[src/rtl/range_rx_pkg.sv]
package range_rx_pkg;

  typedef enum logic {
    RX_IDLE,
    RX_RUN
  } rx_state_t;

  typedef enum logic [1:0] {
    PS_HUNT,
    PS_HIGH,
    PS_LOW
  } parse_state_t;

  // Number of bit slots in one 8N1 character: start, eight data bits, stop.
  localparam int CHAR_BITS = 10;

  function automatic logic vote3(input logic a, input logic b, input logic c);
    return (a & b) | (a & c) | (b & c);
  endfunction

endpackage

[src/rtl/rx_tick_gen.sv]
module rx_tick_gen #(
  parameter int DIV = 27
) (
  input  logic clk,
  input  logic rst,
  output logic tick
);
  localparam int W = (DIV > 2) ? $clog2(DIV) : 1;

  logic [W-1:0] cnt;

  always_ff @(posedge clk) begin
    if (rst) begin
      cnt  <= '0;
      tick <= 1'b0;
    end else if (cnt == W'(DIV - 1)) begin
      cnt  <= '0;
      tick <= 1'b1;
    end else begin
      cnt  <= cnt + 1'b1;
      tick <= 1'b0;
    end
  end
endmodule

[src/rtl/rx_byte_core.sv]
module rx_byte_core
  import range_rx_pkg::*;
#(
  parameter int OSR   = 16,
  parameter int SYNC  = 2
) (
  input  logic       clk,
  input  logic       rst,
  input  logic       tick,
  input  logic       line_in,
  output logic       byte_stb,
  output logic [7:0] byte_data,
  output logic       frame_err,
  output logic       busy
);
  localparam int PH_W = $clog2(OSR);
  localparam logic [PH_W-1:0] S_A = PH_W'(OSR / 2 - 1);
  localparam logic [PH_W-1:0] S_B = PH_W'(OSR / 2);
  localparam logic [PH_W-1:0] S_C = PH_W'(OSR / 2 + 1);
  localparam logic [PH_W-1:0] PH_LAST = PH_W'(OSR - 1);
  localparam logic [3:0] STOP_SLOT = 4'(CHAR_BITS - 1);

  logic [SYNC-1:0] sync_q;
  logic            line_s;
  logic            prev;
  rx_state_t       state;
  logic [PH_W-1:0] ph;
  logic [3:0]      slot;
  logic            samp_a, samp_b;
  logic [7:0]      shreg;
  logic            bitv;

  always_ff @(posedge clk) begin
    if (rst) sync_q <= '1;
    else     sync_q <= {sync_q[SYNC-2:0], line_in};
  end
  assign line_s = sync_q[SYNC-1];
  assign bitv   = vote3(samp_a, samp_b, line_s);

  always_ff @(posedge clk) begin
    if (rst) begin
      state     <= RX_IDLE;
      prev      <= 1'b1;
      ph        <= '0;
      slot      <= '0;
      samp_a    <= 1'b1;
      samp_b    <= 1'b1;
      shreg     <= '0;
      byte_stb  <= 1'b0;
      frame_err <= 1'b0;
    end else begin
      byte_stb  <= 1'b0;
      frame_err <= 1'b0;
      if (tick) begin
        prev <= line_s;
        if (state == RX_IDLE) begin
          if (prev && !line_s) begin
            state <= RX_RUN;
            ph    <= PH_W'(1);
            slot  <= '0;
          end
        end else begin
          if (ph == PH_LAST) begin
            ph   <= '0;
            slot <= slot + 1'b1;
          end else begin
            ph <= ph + 1'b1;
          end
          if (ph == S_A) samp_a <= line_s;
          if (ph == S_B) samp_b <= line_s;
          if (ph == S_C) begin
            if (slot == 4'd0) begin
              if (bitv) state <= RX_IDLE;
            end else if (slot == STOP_SLOT) begin
              state <= RX_IDLE;
              if (bitv) byte_stb  <= 1'b1;
              else      frame_err <= 1'b1;
            end else begin
              shreg <= {bitv, shreg[7:1]};
            end
          end
        end
      end
    end
  end

  assign byte_data = shreg;
  assign busy      = (state == RX_RUN);
endmodule

[src/rtl/range_parser.sv]
module range_parser
  import range_rx_pkg::*;
#(
  parameter logic [7:0] HDR        = 8'hA5,
  parameter int          GAP_TICKS  = 160,
  parameter int          ERR_W      = 8
) (
  input  logic             clk,
  input  logic             rst,
  input  logic             tick,
  input  logic             byte_stb,
  input  logic [7:0]       byte_data,
  input  logic             frame_err,
  input  logic             busy,
  output logic [15:0]      dist_mm,
  output logic             dist_valid,
  output logic [ERR_W-1:0] err_count
);
  localparam int GW = $clog2(GAP_TICKS + 1);

  parse_state_t st;
  logic [7:0]   hi_q;
  logic [GW-1:0] gap;

  always_ff @(posedge clk) begin
    if (rst) begin
      st         <= PS_HUNT;
      hi_q       <= '0;
      gap        <= '0;
      dist_mm    <= '0;
      dist_valid <= 1'b0;
      err_count  <= '0;
    end else begin
      dist_valid <= 1'b0;
      if (st == PS_HUNT || busy || byte_stb) gap <= '0;
      else if (tick)                         gap <= gap + 1'b1;

      if (frame_err) begin
        st <= PS_HUNT;
        if (err_count != '1) err_count <= err_count + 1'b1;
      end else if (byte_stb) begin
        unique case (st)
          PS_HUNT: if (byte_data == HDR) st <= PS_HIGH;
          PS_HIGH: begin
            hi_q <= byte_data;
            st   <= PS_LOW;
          end
          PS_LOW: begin
            dist_mm    <= {hi_q, byte_data};
            dist_valid <= 1'b1;
            st         <= PS_HUNT;
          end
          default: st <= PS_HUNT;
        endcase
      end else if (tick && st != PS_HUNT && !busy && gap == GW'(GAP_TICKS)) begin
        st <= PS_HUNT;
      end
    end
  end
endmodule

[src/rtl/stale_watch.sv]
module stale_watch #(
  parameter int CYCLES = 5_000_000
) (
  input  logic clk,
  input  logic rst,
  input  logic pkt,
  output logic stale
);
  localparam int W = $clog2(CYCLES + 1);

  logic [W-1:0] cnt;

  always_ff @(posedge clk) begin
    if (rst) begin
      cnt   <= '0;
      stale <= 1'b0;
    end else if (pkt) begin
      cnt   <= '0;
      stale <= 1'b0;
    end else if (cnt == W'(CYCLES - 1)) begin
      stale <= 1'b1;
    end else begin
      cnt <= cnt + 1'b1;
    end
  end
endmodule

[src/rtl/range_frame_rx.sv]
module range_frame_rx
  import range_rx_pkg::*;
#(
  parameter int          CLK_HZ   = 50_000_000,
  parameter int          BAUD     = 115_200,
  parameter int          OSR      = 16,
  parameter logic [7:0]  HDR      = 8'hA5,
  parameter int          STALE_US = 100_000,
  parameter int          ERR_W    = 8
) (
  input  logic             clk,
  input  logic             rst,
  input  logic             rx_line,
  output logic [15:0]      dist_mm,
  output logic             dist_valid,
  output logic             stale,
  output logic [ERR_W-1:0] err_count
);
  localparam int TICK_DIV     = CLK_HZ / (BAUD * OSR);
  localparam int GAP_TICKS    = CHAR_BITS * OSR;
  localparam int STALE_CYCLES = (CLK_HZ / 1_000_000) * STALE_US;

  logic       tick;
  logic       byte_stb;
  logic [7:0] byte_data;
  logic       frame_err;
  logic       busy;

  rx_tick_gen #(.DIV(TICK_DIV)) u_tick (
    .clk  (clk),
    .rst  (rst),
    .tick (tick)
  );

  rx_byte_core #(.OSR(OSR), .SYNC(2)) u_core (
    .clk       (clk),
    .rst       (rst),
    .tick      (tick),
    .line_in   (rx_line),
    .byte_stb  (byte_stb),
    .byte_data (byte_data),
    .frame_err (frame_err),
    .busy      (busy)
  );

  range_parser #(.HDR(HDR), .GAP_TICKS(GAP_TICKS), .ERR_W(ERR_W)) u_parse (
    .clk        (clk),
    .rst        (rst),
    .tick       (tick),
    .byte_stb   (byte_stb),
    .byte_data  (byte_data),
    .frame_err  (frame_err),
    .busy       (busy),
    .dist_mm    (dist_mm),
    .dist_valid (dist_valid),
    .err_count  (err_count)
  );

  stale_watch #(.CYCLES(STALE_CYCLES)) u_stale (
    .clk   (clk),
    .rst   (rst),
    .pkt   (dist_valid),
    .stale (stale)
  );
endmodule

[config.mk]
export PLATFORM = sky130hd
export DESIGN_NAME = range_frame_rx
export DESIGN_NICKNAME = d
export VERILOG_FILES = /design/src/rtl/range_rx_pkg.sv /design/src/rtl/rx_tick_gen.sv /design/src/rtl/rx_byte_core.sv /design/src/rtl/range_parser.sv /design/src/rtl/stale_watch.sv /design/src/rtl/range_frame_rx.sv
export SDC_FILE = /design/constraint.sdc
export NUM_CORES = 1
export LEC_CHECK = 0
export BUFFER_PORTS_ARGS = -buffer_cell sky130_fd_sc_hd__clkbuf_2
export CAP_MARGIN = 15
export CORE_MARGIN = 8
export CORE_UTILIZATION = 35
export DETAILED_ROUTE_END_ITERATION = 7
export MAX_ROUTING_LAYER = met4
export PLACE_DENSITY = 0.55
export SKIP_LAST_GASP = 1
export SYNTH_ARGS = -nofsm -noshare
export SYNTH_HDL_FRONTEND = slang
export SYNTH_SLANG_ARGS = --single-unit
[constraint.sdc]
create_clock -name clk -period 4.5 [get_ports clk]
set_clock_uncertainty 0.2 [all_clocks]
set_input_delay 0.225 -clock clk [delete_from_list [all_inputs] [get_ports clk]]
set_output_delay 0.225 -clock clk [all_outputs]
set_load 0.02 [all_outputs]
-- Word level (Yosys, flattened, before mapping)
Cells that the tools add are included.
- output and inout port bits: 26
- word-level logic and storage cells: 99
- memories kept: 0
- memory bits (writable): 0
- input bits: 3
- register bits after elaboration: 97
- latch bits: 0
- bits in read-only memories: 0
- equal/unequal tests: 14
- $lt $le $gt $ge: 0
- bitwise logic cells: 12
- shift-type cells: 0
- div/mod/pow operators: 0
- multiplexer cells: 19
- multiply operators: 0
- add/sub/neg operators: 6
- reductions and logical operators: 28
- operators with widths (kind ; count):
    $mux 4 ; 6
    $add 23x1->23 const B ; 1
    $eq 23x23->1 const B ; 1
    $add 8x1->8 const B ; 2
    $eq 4x4->1 const B ; 4
    $eq 8x8->1 const B ; 2
    $reduce_and 3->1 ; 5
    $mux 1 ; 9
    $add 4x1->4 const B ; 2
    $ne 8x8->1 const B ; 1
    $reduce_or 2->1 ; 4
    $not 1->1 ; 7
    $mux 2 ; 3
    $reduce_and 2->1 ; 3
    $reduce_bool 2->1 ; 3
    $reduce_or 6->1 ; 1
    $add 5x1->5 const B ; 1
    $eq 5x5->1 const B ; 1
    $reduce_and 5->1 ; 1
    $eq 4x3->1 const B ; 1
    $logic_and 1x1->1 ; 4
    $logic_not 4->1 ; 1
    $pmux 2 s2 ; 1
    $and 1x1->1 ; 3
    other kinds (9) ; 12

-- Longest topological paths before layout
Gate-level depths: netlist of the first run.
- depth after elaboration: 7
- mapped depth: 6
- mapped depth without buffers: 6

-- Hierarchy
Synthesis of the first run repeated with hierarchy kept, for this count alone.
- cell total of the unflattened synthesis: 488
- area total of the unflattened synthesis: 4396.7 um^2
- by module, submodules not included (module ; area an instance (um^2) ; cells an instance ; sequential area each (um^2) ; instances):
    range_parser ; 1813.0 ; 204 ; 860.8 ; 1
    stale_watch ; 1213.7 ; 145 ; 480.5 ; 1
    rx_byte_core ; 1099.8 ; 115 ; 480.5 ; 1
    rx_tick_gen ; 270.3 ; 24 ; 120.1 ; 1

-- Worst setup path after synthesis of the first run
OpenSTA, ideal clock, no wires.
- path kind: register to register
- from: register u_stale.cnt[0]
- to: register u_stale.cnt[22]
- library setup time: 0.070 ns
- slack: 2.243 ns
- data required time: 4.230 ns
- buffers on the path: 1
- stages on the path, launching flop included: 7
- clock period less this slack: 2.257 ns
- arrival time: 1.987 ns
- cell sequence: dfxtp_1 > ha_1 > nand4_2 > or4_4 > buf_6 > or4_1 > a21oi_1
- cells in the longest elaborated chain, start to end: 1
- elaborated cells on any way between the ends: 2
- those cells by class: 1 x add/sub; 1 x eq/ne
- RTL lines (what ; RTL line ; text):
    start, declared ; stale_watch.sv:11 ; logic [W-1:0] cnt;
    start signal, assigned ; stale_watch.sv:23 ; cnt <= cnt + 1'b1;
    $add 23x1->23 / $eq 23x23->1 (equally long branches) ; stale_watch.sv:23, stale_watch.sv:20 ;
Several ways; a longest one is shown, not always the timed one.
A chain may end at the register's enable or synchronous reset.

-- Final worst setup path of the first run
Same ends and word-level chain as after synthesis.

==> flow_summary.json, run 1 <==
{
  "dpl_worst_slack_ps": 2030,
  "syn_area_per_cell_um2": 8.85,
  "syn_to_final_growth_pct": 13.7,
  "nets": 515,
  "synthArstFlopShare_pct": 0,
  "drv_cap": 0,
  "path_clk_slew_ps": 70,
  "ctsResizeCount": 0,
  "setup_tns_ps": 0,
  "diodes": 0,
  "start_util_pct": 35.6,
  "grt_util_met3_pct": 3.88,
  "row_count": 40,
  "clockBufferDepth": 2,
  "dp_hpwl_um": 6030,
  "via_per_inst": 5.21,
  "setup_viol": 0,
  "clk_latency_ps": 340,
  "fin_crit_ps": 2350,
  "synth_area_leaders": "dfxtp_1 46%, mux2i_1 5.2%, nand2_1 5.0%",
  "yosysTopAreaCell": "dfxtp_1",
  "grt_use_met2_pct": 18.2,
  "cp.required_ps": 4570,
  "yosysSeqAreaShare_pct": 45.8,
  "drt-wirelength-per-cell_um": 13.5,
  "yosysWarnings": 0,
  "leakage_uw": 0.00171,
  "finalCritPeriodShare_pct": 52.2,
  "path_max_fanout": 9,
  "outcome": "finished, final reports clean",
  "synthTopCellsByCount": "97 x dfxtp_1, 57 x nand2_1, 49 x nor2_1",
  "route.detailed.drc": 0,
  "worst_slew_pin_slew_ps": 851,
  "cts_tree": "built",
  "dpl.cell_count": 634,
  "pin_count": 29,
  "die_y_um": 126,
  "ys.flop_type": "dfxtp_1",
  "fmax_mhz": 426,
  "grt_pass1_wl_um": 15200,
  "pwr_density_cell_nw_per_um2": 357,
  "cts_made_buffers": 9,
  "core_um2": 11900,
  "die_area_um2": 15900,
  "hold_viol_final": 0,
  "clock-root-buffer": "clkbuf_16",
  "min_delay_path_depth": 1,
  "grt_max_degree": 39,
  "cp-end-kind": "register",
  "grtUsageTotal_pct": 11.7,
  "io_buffers": 28,
  "grt_pass1_vias": 3164,
  "gr-total-overflow": 0,
  "dr_total_vias": 3394,
  "grt-busiest-layer": "met2",
  "maxSlewViolCount": 0,
  "yosysTopAreaCellShare_pct": 45.8,
  "syn-cell-area_um2": 4240,
  "grt_setup_unrepaired": "false",
  "instances_no_fill": 651,
  "drive_gt1_share_pct": 11.9,
  "gr-usage-met1_pct": 14.1,
  "dieWidth_um": 126,
  "synth_most_common_cell": "dfxtp_1",
  "setup_slack_ps": 2150,
  "htreeDepth": 3,
  "peakVddDrop_mv": 0.247,
  "routabilityCongestion": 0.803,
  "relSlewSlack_pct": 42.9,
  "cts_setup_buffers": 0,
  "dr.pass1.iters": 4,
  "synth_fp_nets": 494,
  "ys_types": 54,
  "rr_worst_depth": 5,
  "arrival_ps": 2420,
  "final_util_pct": 40.5,
  "ant_nets": 0,
  "wirelength_um": 8790,
  "postCtsHoldBufs": 1,
  "ys_seq_elements": 97,
  "crit_type": "reg2reg",
  "critPathLaunchType": "register",
  "hold_class": "reg2reg",
  "synth_cells": 479,
  "synth_edf_count": 0,
  "dr.first_iter.drc_count": 181,
  "antenna_found_initial": 0,
  "clock-sinks": 97
}
[per-stage QoR]
| step | power, uW | instance area [um2] | hold WS [ps] |
|---|---|---|---|
| 2_1_floorplan | 909 | 4240 | 129 |
| 3_3_place_gp | 915 | 4490 | 197 |
| 3_5_place_dp | 916 | 4490 | 200 |
| 4_1_cts | 1750 | 4810 | 216 |
| 5_1_grt | 1780 | 4820 | 236 |
| 6_report | 1720 | 4820 | 213 |
[path summary, 6_finish.rpt]
check,start,endpoint,slack [ps]
setup / recovery,u_stale.cnt[0]$_SDFFE_PP0P_,u_stale.cnt[22]$_SDFFE_PP0P_,2150
hold / removal,u_core.sync_q[0]$_SDFF_PP1_,u_core.sync_q[1]$_SDFF_PP1_,210
setup reg to reg,u_stale.cnt[0]$_SDFFE_PP0P_,u_stale.cnt[22]$_SDFFE_PP0P_,2150
hold reg to reg,u_core.sync_q[0]$_SDFF_PP1_,u_core.sync_q[1]$_SDFF_PP1_,210
[critical path: stages, from the launching register on]
cell     delay [ps]
dfxtp_1         370
ha_1            240
nand4_2         190
or4_4           620
or4_1           520
a21oi_1         150
[state kept, by name (all words and copies together) (netlist names)]
register / cells
u_core.sync_q: 2
u_parse.dist_mm: 16
u_core.busy: 1
u_tick.cnt: 5
u_stale.cnt: 23
u_parse.dist_valid: 1
u_parse.hi_q: 8
u_core.slot: 4
u_stale.stale: 1
u_core.byte_stb: 1
u_parse.gap: 8
u_core.samp_a: 1
u_core.samp_b: 1
u_tick.tick: 1
u_core.byte_data: 8
u_core.ph: 4
u_core.frame_err: 1
u_core.prev: 1
u_parse.st: 2
u_parse.err_count: 8
[cell usage in the layout (no fill, tap or decap), types with 3 or more instances in the layout]
master / instances
nor3_1: 10
and3_1: 4
nor4_1: 4
mux2i_1: 22
o31ai_1: 7
nand4_1: 16
xnor2_1: 8
a211oi_1: 5
nand4b_1: 3
nor2b_1: 6
or3_1: 10
nor4b_1: 3
ha_1: 12
and2_1: 4
or2_2: 6
xor2_1: 9
nand3_1: 12
a21oi_1: 42
dfxtp_1: 97
inv_1: 11
clkbuf_16: 9
or4_1: 9
clkbuf_2: 29
nor2_1: 49
nand2_1: 57
o21ai_0: 15
[routing by layer]
| layer | share of wire [%] | routed length, um |
|---|---|---|
| met2 | 45 | 3950 |
| met5 | 0 | 0 |
| met4 | 1.3 | 116 |
| met3 | 3.9 | 341 |
| met1 | 50 | 4380 |
[cells by family after synthesis]
family	Yosys count	share of synthesized area (%)
AO/OA/AOI/OAI	87	12.6
XOR/XNOR	17	3.51
adder cells (fa/ha/maj)	13	3.78
buffers and inverters	33	3.28
multiplexers	22	5.20
flip-flops	97	45.8
AND/OR/NAND/NOR	210	25.8
[cell type report]
type	instances	area [um2]
Clock buffer	11	243
Clock inverter	4	76.3
Fill cell	1223	7090
Inverter	11	41.3
Multi-Input combinational cell	349	2160
Sequential cell	97	1940
Tap cell	147	184
Timing Repair Buffer	32	170
[power by group]
group,internal [uW],total (uW),switching (uW)
Sequential,864,868,4.78
Clock,501,822,321
Combinational,8.95,28.4,19.5
Power figures use the tool's default switching activity.
==> run 2, diff against run 1 <==
==> constraint.sdc (replaced) <==
create_clock -name clk -period 2.25 [get_ports clk]
set_clock_uncertainty 0.2 [all_clocks]
set_input_delay 0.1125 -clock clk [delete_from_list [all_inputs] [get_ports clk]]
set_output_delay 0.1125 -clock clk [all_outputs]
set_load 0.02 [all_outputs]
==> flow_summary.json, run 2 (synthesized netlist as in run 1, its figures left out) <==
{
  "outcome": "finished, final reports clean",
  "final_common_cell": "dfxtp_1",
  "dr.pass1.iters": 4,
  "wirelength_um": 8920,
  "clockBufferDepth": 2,
  "r2r-end": "u_stale.cnt[22]$_SDFFE_PP0P_",
  "routabilityCongestion": 0.775,
  "die_y_um": 126,
  "regMostFlops": "u_stale.cnt",
  "route.detailed.drc": 0,
  "critPathLaunchType": "register",
  "finalCritPeriodShare_pct": 97.6,
  "gr-total-overflow": 0,
  "min_delay_path_depth": 2,
  "path_clk_slew_ps": 70,
  "grt_pass1_vias": 3385,
  "rr_worst_depth": 5,
  "layout_common_cells": "95 x dfxtp_1, 57 x nand2_1, 49 x nor2_1",
  "core_um2": 11900,
  "largest_register_ffs": 23,
  "nets": 526,
  "fmax_mhz": 455,
  "worst_slew_pin_slew_ps": 603,
  "grt_pass1_wl_um": 15600,
  "dp_hpwl_um": 6300,
  "dpl_worst_slack_ps": 18.1,
  "worst-path-buf-inv": 0,
  "dr_total_vias": 3475,
  "drive_gt1_share_pct": 14.7,
  "critical_path_depth": 5,
  "cp-startpoint": "u_stale.cnt[0]$_SDFFE_PP0P_",
  "via_per_inst": 5.24,
  "pwr_density_cell_nw_per_um2": 691,
  "dieWidth_um": 126,
  "ant_nets": 0,
  "arrival_ps": 2270,
  "cts_setup_buffers": 0,
  "drt-wirelength-per-cell_um": 13.5,
  "clk_latency_ps": 350,
  "holdWs_ps": 61.7,
  "largest_registers": "u_stale.cnt x23, u_parse.dist_mm x16",
  "htreeDepth": 3,
  "path_delay_family": "simple AND/OR/NAND/NOR gates",
  "io_buffers": 28,
  "max_stage_delay_ps": 580,
  "setup_slack_ps": 54.0,
  "grt_max_degree": 30,
  "cts_made_buffers": 9,
  "fin_crit_ps": 2200,
  "leakage_uw": 0.00178,
  "reg2reg_slack_ps": 50,
  "slowest_stage": "or4_4",
  "setup_viol": 0,
  "hold_viol_final": 0,
  "cp-end-kind": "register",
  "peakVddDrop_mv": 0.624,
  "row_count": 40,
  "r2r_start": "u_stale.cnt[0]$_SDFFE_PP0P_",
  "crit_type": "reg2reg",
  "start_util_pct": 35.6,
  "dr.first_iter.drc_count": 225,
  "maxSlewViolCount": 0,
  "cp_cell_sequence": "ha_2 -> nand4_4 -> or4_4 -> or4_1 -> a21oi_1",
  "cts_tree": "built",
  "hold_class": "in2reg",
  "die_area_um2": 15900,
  "pin_count": 29,
  "cp-endpoint": "u_stale.cnt[22]$_SDFFE_PP0P_",
  "relSlewSlack_pct": 59.7,
  "diodes": 0,
  "antenna_found_initial": 0,
  "grtUsageTotal_pct": 12.1,
  "clock-sinks": 97,
  "clock-root-buffer": "clkbuf_16",
  "drv_cap": 0,
  "path_max_fanout": 6,
  "cp.required_ps": 2330,
  "syn_to_final_growth_pct": 16.0
}
==> run 2: changes by cell type in the layout (fill, tap and decap cells not counted), sizes merged <==
cell	change
buf	+12
bufinv	-1
clkbuf	-2
clkinv	+4
clkinvlp	-1
==> run 2: metrics by stage <==
stage | power, uW | instances | area (um2) | utilization (%) | TNS [ps]
after floorplan | 1820 | 479 | 4240 | - | 0
after global placement | 1830 | 646 | 4580 | 38.4 | 0
after detailed placement | 1840 | 646 | 4580 | 38.4 | 0
after CTS | 3460 | 663 | 4900 | 41.2 | 0
after global routing | 3530 | 663 | 4920 | 41.3 | -2.12
final | 3400 | 663 | 4920 | 41.3 | 0
==> run 2: how the worst min path moves through the flow <==
stage | startpoint | endpoint | slack (ps)
global route | rst | u_parse.err_count[3]$_SDFFE_PP0P_ | 90
global placement | rx_line | u_core.sync_q[0]$_SDFF_PP1_ | 100
CTS | rst | u_parse.err_count[3]$_SDFFE_PP0P_ | 70
floorplan | rx_line | u_core.sync_q[0]$_SDFF_PP1_ | 20
finish | rst | u_parse.dist_mm[13]$_SDFFE_PP0P_ | 60
detailed placement | rx_line | u_core.sync_q[0]$_SDFF_PP1_ | 100
==> run 2: report_power, final <==
part / total (uW) / switching (uW) / internal [uW]
combinational: 59.8 / 38.4 / 21.4
sequential: 1740 / 10.1 / 1730
clock: 1600 / 693 / 907
total: 3400 / 742 / 2660
==> run 2: cell type report <==
cell class / count / area (um2)
Fill cell: 1213 / 7000
Sequential cell: 97 / 1940
Clock inverter: 6 / 77.6
Timing Repair Buffer: 43 / 255
Inverter: 11 / 41.3
Tap cell: 147 / 184
Multi-Input combinational cell: 349 / 2170
Clock buffer: 10 / 239
==> run 2: worst register-to-register path, stage by stage (launching register included) <==
cell and delay (ps):
dfxtp_2 350, ha_2 210, nand4_4 120, or4_4 580, or4_1 520, a21oi_1 150
==> run 2: repair_timing <==
| item | 4_1_cts | 5_1_grt |
|---|---|---|
| pin swaps | 1 | 1 |
| gates resized for setup | 0 | 4 |
| hold endpoints to repair | 1 | 0 |
| hold buffers | 1 | 0 |
| endpoints found under the setup margin | 1 | 4 |
==> run 2: per-layer routing <==
metal,track usage (%),vias up,share of wire [%]
met5,-,-,0
met4,4.88,0,1.8
met3,4.01,15,3.2
met2,19.8,43,48
met1,13.4,1642,47
li1,-,1775,-
==> run 3, diff against run 2 <==
--- a/config.mk
+++ b/config.mk
@@ -8,10 +8,10 @@
 export BUFFER_PORTS_ARGS = -buffer_cell sky130_fd_sc_hd__clkbuf_2
 export CAP_MARGIN = 15
 export CORE_MARGIN = 8
-export CORE_UTILIZATION = 35
+export CORE_UTILIZATION = 40
 export DETAILED_ROUTE_END_ITERATION = 7
 export MAX_ROUTING_LAYER = met4
-export PLACE_DENSITY = 0.55
+export PLACE_DENSITY = 0.61
 export SKIP_LAST_GASP = 1
 export SYNTH_ARGS = -nofsm -noshare
 export SYNTH_HDL_FRONTEND = slang
==> constraint.sdc (replaced) <==
create_clock -name clk -period 2.25 [get_ports clk]
set_clock_uncertainty 0.2 [all_clocks]
set_input_delay 0.1125 -clock clk [delete_from_list [all_inputs] [get_ports clk]]
set_output_delay 0.1125 -clock clk [all_outputs]
set_load 0.005 [all_outputs]
==> flow_summary.json, run 3 (synthesized netlist as in run 1, its figures left out) <==
{
  "clock-root-buffer": "clkbuf_8",
  "cts_setup_buffers": 0,
  "final_util_pct": 46.2,
  "io_buffers": 28,
  "maxSlewViolCount": 0,
  "grt_pass1_vias": 3311,
  "cp-end-kind": "register",
  "grt_setup_unrepaired": "false",
  "diodes": 0,
  "fin_crit_ps": 2150,
  "dieWidth_um": 119,
  "worst_slew_pin_slew_ps": 599,
  "outcome": "finished, final reports clean",
  "clock-sinks": 97,
  "finalCritPeriodShare_pct": 95.7,
  "cts_tree": "built",
  "drt-wirelength-per-cell_um": 13.0,
  "holdWs_ps": 220,
  "critPathLaunchType": "register",
  "die_area_um2": 14100,
  "hold_class": "reg2reg",
  "layout_common_cells": "95 x dfxtp_1, 57 x nand2_1, 49 x nor2_1",
  "setup_slack_ps": 97.3,
  "fmax_mhz": 465,
  "start_util_pct": 41.0,
  "dpl_worst_slack_ps": 53.3,
  "cp.required_ps": 2350,
  "cts_made_buffers": 9,
  "worst-path-buf-inv": 0,
  "regMostFlops": "u_stale.cnt",
  "row_count": 37,
  "arrival_ps": 2250,
  "path_max_fanout": 5,
  "dr.first_iter.drc_count": 199,
  "setup_tns_ps": 0,
  "drive_gt1_share_pct": 14.0,
  "drv_cap": 0,
  "hold_viol_final": 0,
  "ant_nets": 0,
  "setup_viol": 0,
  "largest_registers": "u_stale.cnt x23, u_parse.dist_mm x16",
  "place_area_um2": 4540,
  "grtUsageTotal_pct": 13.2,
  "wirelength_um": 8480,
  "grt_pass1_wl_um": 15400,
  "clockBufferDepth": 2,
  "relSlewSlack_pct": 59.9,
  "max_stage_delay_ps": 530,
  "largest_register_ffs": 23,
  "final_cell_area_um2": 4770,
  "route.detailed.drc": 0,
  "grt_max_degree": 62,
  "clk_latency_ps": 370,
  "via_per_inst": 5.25,
  "crit_type": "reg2reg",
  "slowest_stage": "or4_4",
  "path_clk_slew_ps": 100,
  "nets": 524,
  "die_y_um": 119,
  "routabilityCongestion": 0.829,
  "core_um2": 10300,
  "leakage_uw": 0.00170,
  "pwr_density_cell_nw_per_um2": 621,
  "final_common_cell": "dfxtp_1",
  "dr_total_vias": 3412,
  "syn_to_final_growth_pct": 12.5,
  "gr-total-overflow": 0,
  "antenna_found_initial": 0,
  "cp_cell_sequence": "ha_2 -> nand4_2 -> or4_4 -> or4_1 -> a21oi_1",
  "dr.pass1.iters": 4,
  "path_delay_family": "simple AND/OR/NAND/NOR gates",
  "htreeDepth": 3,
  "pin_count": 29,
  "dp_hpwl_um": 5980,
  "peakVddDrop_mv": 0.369
}
[run 3: cell count changes in the layout (fill, tap and decap cells not counted), moves of 2 or more]
cell | before | now
buf_4 | 14 | 11
clkbuf_8 | 1 | 9
clkinvlp_4 | 0 | 2
clkbuf_16 | 9 | 0
clkinv_4 | 2 | 0
[run 3: area by class of cell]
| type | instances | area, um2 |
|---|---|---|
| timing repair buffer | 41 | 243 |
| clock inverter | 6 | 73.8 |
| tap | 136 | 170 |
| fill | 988 | 5560 |
| sequential | 97 | 1940 |
| multi-input combinational | 349 | 2170 |
| clock buffer | 10 | 128 |
| inverter | 11 | 41.3 |
[run 3: final timing paths]
path                                                  start                            to  slack [ps]  cells past startpoint
worst min register to register  u_core.sync_q[0]$_SDFF_PP1_   u_core.sync_q[1]$_SDFF_PP1_         220                      1
worst max-delay path            u_stale.cnt[0]$_SDFFE_PP0P_  u_stale.cnt[22]$_SDFFE_PP0P_         100                      5
worst max register to register  u_stale.cnt[0]$_SDFFE_PP0P_  u_stale.cnt[22]$_SDFFE_PP0P_         100                      5
worst min-delay path            u_core.sync_q[0]$_SDFF_PP1_   u_core.sync_q[1]$_SDFF_PP1_         220                      1
[run 3: metrics by stage]
| step | instances | total power, uW |
|---|---|---|
| after floorplan | 479 | 1820 |
| after global placement | 632 | 1830 |
| after detailed placement | 632 | 1830 |
| after CTS | 650 | 3010 |
| after global routing | 650 | 3100 |
| final | 650 | 2960 |
[run 3: where the power goes]
| part | internal, uW | switching, uW |
|---|---|---|
| combinational | 21.2 | 38.7 |
| sequential | 1730 | 9.37 |
| clock | 530 | 632 |
[run 3: repair_timing]
action,4_1_cts,5_1_grt
hold buffers,2,0
resized for setup,0,3
setup endpoints to repair,0,4
hold endpoints to repair,3,0
[run 3: layer usage]
metal | share of wire (%) | GRT usage, %
met4 | 1.1 | 4.51
met1 | 49 | 15.9
met5 | 0 | -
met3 | 3.1 | 3.35
met2 | 47 | 21.1
